===== src/rtl/prienc_pkg.sv =====
package prienc_pkg;
    localparam int LANE_W = 8;
    localparam int CODE_W = $clog2(LANE_W);

    typedef struct packed {
        logic [CODE_W-1:0] code_n;
        logic              gs_n;
        logic              eo_n;
    } lane_out_t;
endpackage


===== src/rtl/prienc_lane.sv =====
module prienc_lane
    import prienc_pkg::*;
(
    input  logic [LANE_W-1:0] req_n,
    input  logic              ei_n,
    output logic [CODE_W-1:0] code_n,
    output logic              gs_n,
    output logic              eo_n
);
    lane_out_t out_d;

    always_comb begin
        out_d.code_n = '1;
        out_d.gs_n   = 1'b1;
        out_d.eo_n   = 1'b1;
        if (!ei_n) begin
            out_d.eo_n = 1'b0;
            // ascending scan: the last asserted index found is the highest
            for (int i = 0; i < LANE_W; i++) begin
                if (!req_n[i]) begin
                    out_d.code_n = ~CODE_W'(i);
                    out_d.gs_n   = 1'b0;
                    out_d.eo_n   = 1'b1;
                end
            end
        end
    end

    assign code_n = out_d.code_n;
    assign gs_n   = out_d.gs_n;
    assign eo_n   = out_d.eo_n;

    always_comb begin
        if (ei_n)
            AST_LANE_DISABLED_IDLE: assert (code_n == '1 && gs_n && eo_n);
        AST_LANE_FLAGS_EXCLUSIVE: assert (gs_n || eo_n);
        if (!ei_n && !req_n[LANE_W-1])
            AST_LANE_TOP_WINS: assert (code_n == '0 && !gs_n);
    end
endmodule


===== src/rtl/prienc_chain.sv =====
module prienc_chain
    import prienc_pkg::*;
#(
    parameter  int UNITS  = 2,
    localparam int UNIT_W = (UNITS > 1) ? $clog2(UNITS) : 1,
    localparam int REQ_W  = UNITS * LANE_W,
    localparam int OUT_W  = UNIT_W + CODE_W
) (
    input  logic [REQ_W-1:0] req_n,
    input  logic             en_n,
    output logic [OUT_W-1:0] code,
    output logic             grp_valid,
    output logic             en_out_n
);
    logic [UNITS:0]        chain_n;
    logic [CODE_W-1:0]     unit_code_n [UNITS];
    logic [UNITS-1:0]      unit_gs_n;

    assign chain_n[UNITS] = en_n;

    // unit UNITS-1 sits at the top; each passes its enable down
    for (genvar u = 0; u < UNITS; u++) begin : g_unit
        prienc_lane u_lane (
            .req_n  (req_n[u*LANE_W +: LANE_W]),
            .ei_n   (chain_n[u+1]),
            .code_n (unit_code_n[u]),
            .gs_n   (unit_gs_n[u]),
            .eo_n   (chain_n[u])
        );
    end

    logic [UNIT_W-1:0] hi_d;
    logic [CODE_W-1:0] lo_n_d;

    always_comb begin
        hi_d   = '0;
        lo_n_d = '1;
        for (int u = 0; u < UNITS; u++) begin
            lo_n_d = lo_n_d & unit_code_n[u];
            if (!unit_gs_n[u])
                hi_d = hi_d | UNIT_W'(u);
        end
    end

    assign code      = {hi_d, ~lo_n_d};
    assign grp_valid = ~&unit_gs_n;
    assign en_out_n  = chain_n[0];

    always_comb begin
        AST_ONE_UNIT_ACTIVE: assert ($onehot0(~unit_gs_n));
        if (!grp_valid)
            AST_IDLE_CODE_ZERO: assert (code == '0);
        if (en_n)
            AST_DISABLED_QUIET: assert (en_out_n && !grp_valid);
        if (grp_valid)
            AST_BUSY_BLOCKS_DOWN: assert (en_out_n);
    end
endmodule


===== config.mk =====
export PLATFORM = sky130hd
export DESIGN_NAME = prienc_chain
export DESIGN_NICKNAME = d
export VERILOG_FILES = /design/src/rtl/prienc_pkg.sv /design/src/rtl/prienc_lane.sv /design/src/rtl/prienc_chain.sv
export SDC_FILE = /design/constraint.sdc
export NUM_CORES = 1
export LEC_CHECK = 0
export CAP_MARGIN = 5
export CORE_AREA = 2 2 39 41
export DETAILED_ROUTE_END_ITERATION = 8
export DIE_AREA = 0 0 41 43
export DONT_BUFFER_PORTS = 1
export PLACE_DENSITY_LB_ADDON = 0.08
export SLEW_MARGIN = 10
export SYNTH_ARGS = -nofsm -noshare
export SYNTH_HDL_FRONTEND = slang
export SYNTH_SLANG_ARGS = --single-unit

===== constraint.sdc =====
create_clock -name vclk -period 1
set_input_delay 0.2 -clock vclk [all_inputs]
set_output_delay 0.2 -clock vclk [all_outputs]
set_load 0.05 [all_outputs]

Yosys cells after proc, flatten, opt, wreduce, memory -nomap -nowiden
Index checks and enable logic that the tools add are counted.

Reductions and logical operators: 2. Order comparisons: 0. Add/sub/neg operators: 0. Multipliers: 0. Shifts and indexed selects: 0. Divide/modulo/power cells: 0. Muxes and demuxes: 19. Equal/unequal tests: 0. Bitwise operators: 2.

Operators with widths (count): 2-to-1 mux 5 bit (10); 2-to-1 mux 4 bit (4); 2-to-1 mux 3 bit (2); 2-to-1 mux 2 bit (2); AND 3 bit (1); inverter 3 bit (1); AND reduction 2 bit (1); zero test 1 bit (1); 2-to-1 mux 1 bit (1).

Register bits after elaboration: 0. Bits in latches: 0. Memory bits (read-only): 0. Bits in writable memories: 0. Memories: 0. Output and inout port bits: 6. Input port bits: 17. Word-level logic and storage cells: 23.

Longest topological paths before layout
Depth in word-level cells: 12. Gate-level depth with buffers: 4. Mapped depth without buffers: 4.

Cells and area by module
Synthesis repeated with hierarchy kept, for this count alone.

Cell total of the unflattened synthesis: 34. Area, all modules: 209.0 µm².

By module, submodules not included: prienc_lane (times used 2, cells an instance 14, area an instance 91.3 µm², sequential area each 0.0 µm²); prienc_chain (times used 1, cells an instance 6, area an instance 26.3 µm², sequential area each 0.0 µm²).

Worst setup path before layout
Ideal clock, no wire load.

Kind: in2out. Start: in req_n[12]. End: out code[1]. Arrival: 1.461 ns. Slack: -0.661 ns. Required time: 0.800 ns. Buffers on the path: 0. Stages: 4. Cell sequence: nand4_1 > nor2_1 > o21ai_0 > a41oi_1.

Longest elaborated chain between the ends: 8.

Ends and longest elaborated chain: start, declared (RTL line prienc_chain.sv:9) `input logic [REQ_W-1:0] req_n,`; 2-to-1 mux 5 bit * (4 in series) (RTL line prienc_lane.sv:20) `if (!req_n[i]) begin`; 2-to-1 mux 5 bit * (RTL line prienc_lane.sv:16) `if (!ei_n) begin`; 2-to-1 mux 5 bit (RTL line prienc_lane.sv:16); AND 3 bit * (RTL line prienc_chain.sv:39) `lo_n_d = lo_n_d & unit_code_n[u];`; inverter 3 bit * (RTL line prienc_chain.sv:45) `assign code = {hi_d, ~lo_n_d};`; end, declared (RTL line prienc_chain.sv:11) `output logic [OUT_W-1:0] code,`.

Mark *: on every way between the ends. The rest lies on a longest branch, timed or not.

Worst setup path in the final report
Start: in req_n[8]. End: out code[0].

Longest elaborated chain between the ends: 12.

Ends and longest elaborated chain (RTL line): 2-to-1 mux 2 bit (prienc_lane.sv:20); 2-to-1 mux 3 bit (prienc_lane.sv:20); 2-to-1 mux 4 bit (2 in series) (prienc_lane.sv:20); 2-to-1 mux 5 bit (4 in series) (prienc_lane.sv:20); 2-to-1 mux 5 bit (2 in series) (prienc_lane.sv:16); AND 3 bit (prienc_chain.sv:39); inverter 3 bit (prienc_chain.sv:45).

No other way between the ends.

==> results.md <==
Die:
- In this run the count of I/O pins placed on the die edge is 23.
- Measured along the y axis, the die boundary spans 43 um.
- The floorplan step defined a die boundary enclosing 1763 um^2.
- The placeable core region is 1384 um^2.
- The floorplan has 14 rows.
- The horizontal extent of the die is 41 um.
- Once the floorplan was initialized, standard cells occupied 12.30% of the core.

Route:
- The first routing iteration left 6 violations.
- The number of optimization iterations in the first detailed-route pass is 2.
- After detailed routing, the total wire length is 639 um.
- Detailed routing inserted a total of 276 vias.
- After detailed routing, the number of vias per cell comes to 4.929.
- The per-cell routed wire length is 11.41 um.
- The count of nets left with antenna violations once routing finished came out at 0.
- The final routed DRC violation total is 0.

Hold path:
- Counting instances, the worst hold path has a depth of 1.
- The type of the tightest min-delay check is primary input to output pin.
- The worst hold path begins at en_n.
- The endpoint of the worst hold path is code[2].

Placement:
- The total cell area at the placement stage is 345.3 um^2.
- Port buffering added 0 buffers.
- The half-perimeter wire length after detailed placement is 575.1 um.
- At the end of routability-driven placement, the weighted congestion stood at 0.6506.
- Before CTS, the worst setup slack after placement is -251.2 ps.

STA:
- The final setup violation count is 5.
- Setup repair after global routing could not meet its margin everywhere.
- The number of max-slew violations in the final report is 0.
- Derived from the worst setup path, the maximum achievable clock frequency is 824.0 MHz.
- The hold violation total from the final report is 0.
- Setup total negative slack on the finished layout was measured at -809.7 ps.
- For the pin with the worst max-slew slack, the measured transition is 329.0 ps.
- The fraction of the cycle the final worst path needs is 121.4%.
- For the finished layout, the period the worst path requires is 1214 ps.
- Measured against its own limit, the worst slew margin works out to 77.97%.
- The setup slack of the critical path after layout is -213.6 ps.

Power:
- The worst ir drop on vdd is 94.18 uV.
- The power density over the cells is 376.9 nW/um^2.
- The analysis attributes to cell leakage a power of 0.1515 nW.

Synth:
- The number of warnings issued by yosys is 0.
- The number of different library cells used by synthesis comes to 15.
- The cell area that synthesis handed to floorplanning was 170.2 um^2.
- The biggest area contributor in the post-synthesis netlist is o21ai_0.
- The area share of the leading cell type in the synthesized netlist is 14.71%.
- By area the synthesized netlist is led by o21ai_0 (15%), inv_1 (11%), nand4_1 (11%).
- The share of the Yosys chip area taken by registers is 0%.
- The synthesized netlist net count is 49.
- The post-synthesis average cell area is 5.318 um^2.
- The cell count after synthesis is 32.

Critical path:
- The worst setup path is captured at an output pin.
- The kind of critical path is primary input to output pin.
- STA classifies the critical path startpoint as a primary input.
- The kind of cell with the highest combined delay along the critical path is simple AND/OR/NAND/NOR gates.
- The arrival time reported for the critical path endpoint is 1010 ps.
- Data on the critical path is required at its endpoint by 800 ps.
- The biggest fanout along the worst timing path is 4.
- The standard cell with the maximum stage delay on the critical path is or3_4.
- The number of buffers and inverters on the critical path is 1.
- Walking the worst path, the cells encountered are nand4_4 > or3_4 > o22ai_4 > buf_12.
- The delay contributed by the slowest stage of the critical path is 400 ps.

Finish:
- In the layout the commonest cells are inv_1 (5), buf_4 (5), o21ai_0 (4).
- The clock buffers instantiated in the layout total 0.
- The flip-flop and latch count is 0.
- The post-route cell area is 389.1 um^2.
- The fraction of layout instances using a drive strength above 1 is 47.50%.
- Summing all flip-flop and latch instances after layout gives 0 um^2.
- The area growth from synthesis to layout is 128.7%.
- The total inserted antenna cells is 0.
- In the final design database the tool counted 59 nets.

Global routing:
- The via count of the first global-routing pass came to 241.
- The global-route congestion overflow total is 0.
- The wire length of the first global-routing pass is 883 um.
- The number of antenna violations at the first check in global routing is 0.
- The overall fraction of global-route tracks in use is 6.893%.
- Entering global routing, the biggest net connects 8 pins.

Job:
- The number of max-cap violations is 0.

Clock network:
- Hold repair after CTS inserted 0 buffers.

Status:
- The run finished, with violations left.
- The checks that failed: setup timing.
==> per-stage QoR <==
stage	hold slack [ps]	instances	util [%]	power, mW
final	461.7	56	28.12	0.1467
after global routing	462.3	56	28.12	0.1541
after CTS	461.0	55	25.68	0.1418
after detailed placement	460.7	55	24.95	0.1380
after global placement	461.7	55	24.95	0.1378
after floorplan	454.3	32	-	0.09302
==> kinds of logic after synthesis <==
family | share of synthesized area [%]
buffers and inverters | 15.44
AO/OA/AOI/OAI | 36.76
AND/OR/NAND/NOR | 47.80
==> how the worst max path moves through the flow <==
stage,from,to,slack [ps],cells past startpoint
2_1_floorplan,req_n[12],code[0],-220,3
3_3_place_gp,req_n[8],code[0],-210,4
3_5_place_dp,req_n[12],code[1],-250,5
4_1_cts,req_n[12],code[0],-220,4
5_1_grt,req_n[12],grp_valid,-260,6
6_report,req_n[8],code[0],-210,4
==> per-layer routing <==
| layer | global-route usage (%) | wire length (um) | part of all wire (%) | up-vias |
|---|---|---|---|---|
| met5 | 0 | 0 | 0 | - |
| met4 | 0 | 0 | 0 | 0 |
| met3 | 0.5236 | 60 | 9.4 | 0 |
| met2 | 11.56 | 331 | 52 | 17 |
| met1 | 9.810 | 246 | 38 | 122 |
| li1 | - | - | - | 137 |
==> report_power, final <==
group | total (mW) | internal, mW | switching (mW)
combinational | 0.147 | 0.0676 | 0.0790
clock | 0 | 0 | 0
sequential | 0 | 0 | 0
==> repair_timing <==
action	CTS	global route
cloned	0	0
setup endpoints to repair	6	6
gates resized for setup	4	4
buffers inserted	0	1
hold endpoints to repair	0	0
==> area by class of cell <==
| class | count | area [um^2] |
|---|---|---|
| Fill cell | 149 | 994.7 |
| Multi-Input combinational cell | 26 | 241.5 |
| Timing Repair Buffer | 9 | 108.9 |
| Tap cell | 16 | 20.02 |
| Inverter | 5 | 18.77 |
==> synth_stat cells <==
master    n
nand4_1   3
nor4_1    1
a21oi_1   2
nand2b_1  1
nand2_1   3
nand4_2   1
buf_4     1
o22ai_1   1
a41oi_1   1
nand3_1   1
a31oi_1   2
nor2_1    4
or3_1     1
o21ai_0   5
inv_1     5
(Power assumes the default switching activity.)
